**src/rtl/dafir_pkg.sv**
```systemverilog
package dafir_pkg;

    // Smallest r such that 2**r >= v (v >= 1).
    function automatic int ceil_log2(input int v);
        int r;
        r = 0;
        for (int i = 0; i < 31; i++) begin
            if ((1 << i) < v) r = i + 1;
        end
        return r;
    endfunction

    function automatic int ceil_div(input int a, input int b);
        return (a + b - 1) / b;
    endfunction

endpackage

```
**src/rtl/dafir_tapline.sv**
```systemverilog
module dafir_tapline #(
    parameter int NTAPS = 7,
    parameter int SMP_W = 16
) (
    input  logic                            clk,
    input  logic                            rst_n,
    input  logic                            shift_en,
    input  logic [SMP_W-1:0]                smp_in,
    output logic [NTAPS-1:0][SMP_W-1:0]     taps
);

    typedef struct packed {
        logic [NTAPS-1:0][SMP_W-1:0] taps;
    } line_t;

    line_t line_d, line_q;

    always_comb begin
        line_d = line_q;
        if (shift_en) begin
            line_d.taps[0] = smp_in;
            for (int k = 1; k < NTAPS; k++) begin
                line_d.taps[k] = line_q.taps[k-1];
            end
        end
    end

    always_ff @(posedge clk or negedge rst_n) begin
        if (!rst_n) line_q <= '0;
        else        line_q <= line_d;
    end

    assign taps = line_q.taps;

endmodule

```
**src/rtl/dafir_da_lut.sv**
```systemverilog
module dafir_da_lut #(
    parameter int NTAPS    = 7,
    parameter int SMP_W    = 16,
    parameter int SUM_W    = 19,
    parameter int GRP_TAPS = 4,
    parameter int COEF [NTAPS] = '{1495, -943, -9687, 18270, -9687, -943, 1495}
) (
    input  logic [NTAPS-1:0][SMP_W-1:0]  taps,
    output logic [SMP_W-1:0][SUM_W-1:0]  pp
);

    localparam int NGRP  = dafir_pkg::ceil_div(NTAPS, GRP_TAPS);
    localparam int PAD_N = NGRP * GRP_TAPS;
    localparam int TBL_N = 1 << GRP_TAPS;

    // Sum of the coefficients of group grp selected by the set bits of addr.
    function automatic logic [SUM_W-1:0] subset_sum(input int grp, input int addr);
        longint acc;
        int     idx;
        acc = 0;
        for (int i = 0; i < GRP_TAPS; i++) begin
            idx = grp * GRP_TAPS + i;
            if (((addr >> i) & 1) == 1) begin
                if (idx < NTAPS) acc = acc + longint'(COEF[idx]);
            end
        end
        return acc[SUM_W-1:0];
    endfunction

    logic [PAD_N-1:0][SMP_W-1:0] taps_pad;
    logic [SUM_W-1:0]            part [SMP_W][NGRP];

    always_comb begin
        taps_pad = '0;
        taps_pad[NTAPS-1:0] = taps;
    end

    for (genvar g = 0; g < NGRP; g++) begin : g_grp
        logic [SUM_W-1:0] tbl [TBL_N];
        for (genvar e = 0; e < TBL_N; e++) begin : g_ent
            assign tbl[e] = subset_sum(g, e);
        end
        for (genvar b = 0; b < SMP_W; b++) begin : g_bit
            logic [GRP_TAPS-1:0] addr;
            always_comb begin
                for (int i = 0; i < GRP_TAPS; i++) begin
                    addr[i] = taps_pad[g*GRP_TAPS + i][b];
                end
            end
            assign part[b][g] = tbl[addr];
        end
    end

    always_comb begin
        for (int b = 0; b < SMP_W; b++) begin
            pp[b] = '0;
            for (int g = 0; g < NGRP; g++) begin
                pp[b] = pp[b] + part[b][g];
            end
        end
    end

endmodule

```
**src/rtl/dafir_shift_add.sv**
```systemverilog
module dafir_shift_add #(
    parameter int SMP_W = 16,
    parameter int SUM_W = 19,
    parameter int OUT_W = 35
) (
    input  logic [SMP_W-1:0][SUM_W-1:0]  pp,
    output logic signed [OUT_W-1:0]      y
);

    logic signed [OUT_W-1:0] term [SMP_W];

    for (genvar b = 0; b < SMP_W; b++) begin : g_term
        logic signed [OUT_W-1:0] ext;
        assign ext     = OUT_W'($signed(pp[b]));
        assign term[b] = ext <<< b;
    end

    // Sign-bit slice carries negative weight.
    always_comb begin
        y = '0;
        for (int b = 0; b < SMP_W; b++) begin
            if (b == SMP_W - 1) y = y - term[b];
            else                y = y + term[b];
        end
    end

endmodule

```
**src/rtl/dafir_top.sv**
```systemverilog
module dafir_top #(
    parameter int NTAPS    = 7,
    parameter int SMP_W    = 16,
    parameter int COEF_W   = 16,
    parameter int GRP_TAPS = 4,
    parameter int COEF [NTAPS] = '{1495, -943, -9687, 18270, -9687, -943, 1495},
    localparam int SUM_W   = COEF_W + dafir_pkg::ceil_log2(NTAPS),
    localparam int OUT_W   = SUM_W + SMP_W
) (
    input  logic                     clk,
    input  logic                     rst_n,
    input  logic                     in_vld,
    input  logic signed [SMP_W-1:0]  in_smp,
    output logic                     out_vld,
    output logic signed [OUT_W-1:0]  out_y
);

    typedef struct packed {
        logic                         tap_vld;
        logic                         pp_vld;
        logic [SMP_W-1:0][SUM_W-1:0]  pp;
        logic                         y_vld;
        logic [OUT_W-1:0]             y;
    } pipe_t;

    pipe_t pipe_d, pipe_q;

    logic [NTAPS-1:0][SMP_W-1:0] taps_w;
    logic [SMP_W-1:0][SUM_W-1:0] lut_pp;
    logic signed [OUT_W-1:0]     sum_y;

    dafir_tapline #(.NTAPS(NTAPS), .SMP_W(SMP_W)) u_tapline (
        .clk      (clk),
        .rst_n    (rst_n),
        .shift_en (in_vld),
        .smp_in   (in_smp),
        .taps     (taps_w)
    );

    dafir_da_lut #(
        .NTAPS(NTAPS), .SMP_W(SMP_W), .SUM_W(SUM_W),
        .GRP_TAPS(GRP_TAPS), .COEF(COEF)
    ) u_lut (
        .taps (taps_w),
        .pp   (lut_pp)
    );

    dafir_shift_add #(.SMP_W(SMP_W), .SUM_W(SUM_W), .OUT_W(OUT_W)) u_sum (
        .pp (pipe_q.pp),
        .y  (sum_y)
    );

    always_comb begin
        pipe_d         = pipe_q;
        pipe_d.tap_vld = in_vld;
        pipe_d.pp_vld  = pipe_q.tap_vld;
        pipe_d.y_vld   = pipe_q.pp_vld;
        if (pipe_q.tap_vld) pipe_d.pp = lut_pp;
        if (pipe_q.pp_vld)  pipe_d.y  = sum_y;
    end

    always_ff @(posedge clk or negedge rst_n) begin
        if (!rst_n) pipe_q <= '0;
        else        pipe_q <= pipe_d;
    end

    assign out_vld = pipe_q.y_vld;
    assign out_y   = pipe_q.y;

endmodule

```
**config.mk**
```make
export PLATFORM = sky130hd
export DESIGN_NAME = dafir_top
export DESIGN_NICKNAME = d
export VERILOG_FILES = /design/src/rtl/dafir_pkg.sv /design/src/rtl/dafir_tapline.sv /design/src/rtl/dafir_da_lut.sv /design/src/rtl/dafir_shift_add.sv /design/src/rtl/dafir_top.sv
export SDC_FILE = /design/constraint.sdc
export NUM_CORES = 2
export LEC_CHECK = 0
export ABC_AREA = 1
export CORE_UTILIZATION = 47
export DETAILED_ROUTE_END_ITERATION = 12
export DONT_BUFFER_PORTS = 1
export GPL_ROUTABILITY_DRIVEN = 0
export SYNTH_ARGS = -nofsm -noshare
export SYNTH_HDL_FRONTEND = slang
export SYNTH_HIERARCHICAL = 1
export SYNTH_SLANG_ARGS = --single-unit
```
**constraint.sdc**
```tcl
create_clock -name clk -period 7.5 [get_ports clk]
set_input_delay 0.75 -clock clk [delete_from_list [all_inputs] [get_ports clk]]
set_output_delay 0.75 -clock clk [all_outputs]
set_load 0.01 [all_outputs]
```
==> out/qor.txt <==
status = complete, but fails checks
failing checks = hold timing, slew limit
die width = 334.3 um
Worst-path clk slew = 60 ps
number of distinct library cells after synthesis = 52
pre-CTS WS = 353.9 ps
clock insertion delay at the later pin of the skew report = 700 ps
Fill cells = 11,213
Final #Nets = 8,538
Slew headroom = -0.1192
CTS tree = done
WS Path Type = reg -> reg
layout cell share with drive strength beyond 1 = 0.04161
Max stage delay on crit path = 560 ps
Mapped Avg Cell Area = 6.630 um^2
initial antenna violation count = 0
global-route wire length before repair = 231,300 um
Synth area leaders = nand2_1 23%, dfrtp_1 22%, ha_1 12%
area share of the largest cell type after synthesis = 0.2265
Multi-input gate area = 34,030 um^2
grt total ovfl = 0
Final Non-Filler Cells = 9,240
HPWL Detailed = 112,100 um
storage element area = 11,360 um^2
H-tree depth = 2
Final ANT Viol Nets = 0
Worst Max-Slew Pin Slew = 1679 ps
I/O pins = 55
fmax = 140.7 MHz
worst hold path class = in -> async
Seq cells post-synth = 454
CTS Buf Count = 61
Area growth, synth to finish = 5.216%
Core Box Area = 109,200 um^2
Worst setup EP type = flip-flop
Synth Instances = 7,827
Initial DRC Count = 3,288
Yosys warning count = 6
initial core utilization = 0.4754
Met2 Routed Length = 66,280 um
Final Hold Vio Count = 180
Mapped Area = 51,890 um^2
WL/cell = 15.25 um
worst-case clock buffer depth = 3
total wire length = 140,900 um
die area = 111,700 um^2
clock sinks = 454
period utilization = 0.9473
Max-Cap Viols = 0
total number of vias = 45,798
post-synth top area cell = nand2_1
share of synthesized area occupied by flip-flops and latches = 0.2189
Post-synth EDFFs = 0
CP Launch Type = flip-flop
top layer reached by signal wires = met4
syn nets = 8,651
Total GRT Usage = 0.2561
async set or reset register ratio after synthesis = 1.000
post-DR vias/cell = 4.956
Die H = 334.3 um
crit path time final = 7105 ps
Port Buffers = 0
met1 wire length = 64,070 um
most common flop cell mapped by yosys = dfrtp_1
CP Max Fanout = 4
largest net degree at the start of global routing = 455
Pre-antenna DRT Iters = 8
clock root buffer = clkbuf_16
most frequent cell on the critical path = nand2_1
hold_ws = -231.0 ps
metal3 WL = 6184 um
row count = 121
DRC violations left = 0
vias in the first global route = 44,058
Setup-failing EPs final = 0
cell total after placement = 9,127
critical path required time = 8070 ps
slowest CP cell = fa_1
Post-CTS Setup Bufs = 0
Final Max Tran Viols = 130
WP data arrival = 7680 ps
PnR worst setup slack = 395.0 ps
clk_skew = 33.31 ps
==> sequential cells by signal (all words and copies together), names as in the netlist <==
register and count:
out_vld 1, pipe_q 304, u_tapline/taps 112, pipe_d 2, out_y 35
==> layer usage <==
metal	vias to the layer above	global-route usage
met2	890	0.4351
met4	0	0.07544
met5	-	0
met1	21256	0.3400
met3	164	0.03096
li1	23488	-
==> layout make-up <==
| cell class | instances | area share |
|---|---|---|
| Timing Repair Buffer | 9 | 0.001306 |
| Antenna cell | 1 | 0.00004583 |
| Inverter | 1389 | 0.09568 |
| Sequential cell | 454 | 0.2082 |
| Tap cell | 1476 | 0.03383 |
| Clock inverter | 30 | 0.006256 |
| Clock buffer | 82 | 0.03144 |
| Multi-Input combinational cell | 5799 | 0.6233 |
==> Yosys cell counts (9+ instances only) <==
cell,number
nand2_1,3131
inv_1,1357
ha_1,512
nor2_1,502
dfrtp_1,454
a21oi_1,337
nand3_1,301
fa_1,293
o21ai_0,235
xor2_1,132
nand2_2,82
buf_2,79
buf_4,56
nor3_1,54
buf_6,45
inv_2,31
o21bai_1,30
xnor2_1,24
a21oi_2,22
o21ai_2,21
nand4_1,16
o211ai_1,13
o22ai_1,10
or2_2,10
nor3_2,9
==> cells by family after synthesis <==
group	Yosys count	synth area share
AOI/OAI and AO/OA	706	0.07595
DFF	454	0.2189
adders and majority gates	805	0.2365
and+or+nand+nor	4132	0.3159
xor gates and xnor gates	156	0.02633
buffers and inverters	1574	0.1264
==> metrics by stage <==
step / area [um^2] / util / TNS (ps) / hold WS, ps
6_report: 54600 / 0.5002 / 0 / -231.0
5_1_grt: 54590 / 0.5002 / -1.636 / -266.4
4_1_cts: 54530 / 0.4996 / 0 / -274.2
2_1_floorplan: 51890 / - / 0 / 354.8
3_3_place_gp: 52480 / 0.4807 / 0 / 455.7
3_5_place_dp: 52480 / 0.4807 / 0 / 458.9
==> cell usage in the layout (no fill, tap or decap), types with 5 or more instances in the layout <==
cell type,instances
dfrtp_1,453
o21ai_2,21
fa_1,292
o21ai_1,8
bufinv_16,5
ha_2,6
nor3_1,54
a211oi_1,6
buf_4,8
a221oi_1,8
clkbuf_1,11
inv_2,30
xnor2_1,24
a21oi_2,26
nand4_1,16
a21oi_1,333
nor3_2,9
o221ai_1,7
clkinv_4,5
nor2_4,5
and2_1,5
ha_1,506
nor2_1,497
nand2_1,3128
o211ai_1,13
clkbuf_16,62
clkinv_2,10
inv_1,1357
clkbuf_8,9
nor2_2,7
o21ai_0,234
clkinvlp_4,7
nand3_1,301
o21bai_1,30
xor2_1,132
nand2_2,85
or2_2,10
o22ai_1,10
==> path summary, 6_finish.rpt <==
check,startpoint,end,slack [ps],cells after the start
max in group asynchronous,rst_n,pipe_d[340],6290,0
max reg2reg,pipe_q[44],out_y[25],400,32
min in group clk,in_vld,pipe_d[340],170,0
max,pipe_q[44],out_y[25],400,32
min,rst_n,u_tapline/taps[71],-230,0
min reg2reg,pipe_q[40],pipe_q[40],470,2
==> repair_timing <==
item,CTS,global route
resized for setup,0,22
endpoints found under the hold margin,454,454
setup endpoints to repair,0,17
==> worst max-delay path: cells and delay by family (launching register included) <==
family	cells	cell delay, ps
compound gates	3	530
xor+xnor	1	180
fa+ha+maj	10	4530
buf+inv	8	530
flops	1	350
simple gates	10	870
Power is not shown: default switching activity piles up to over one toggle a cycle in this logic, so the estimate is an artifact.
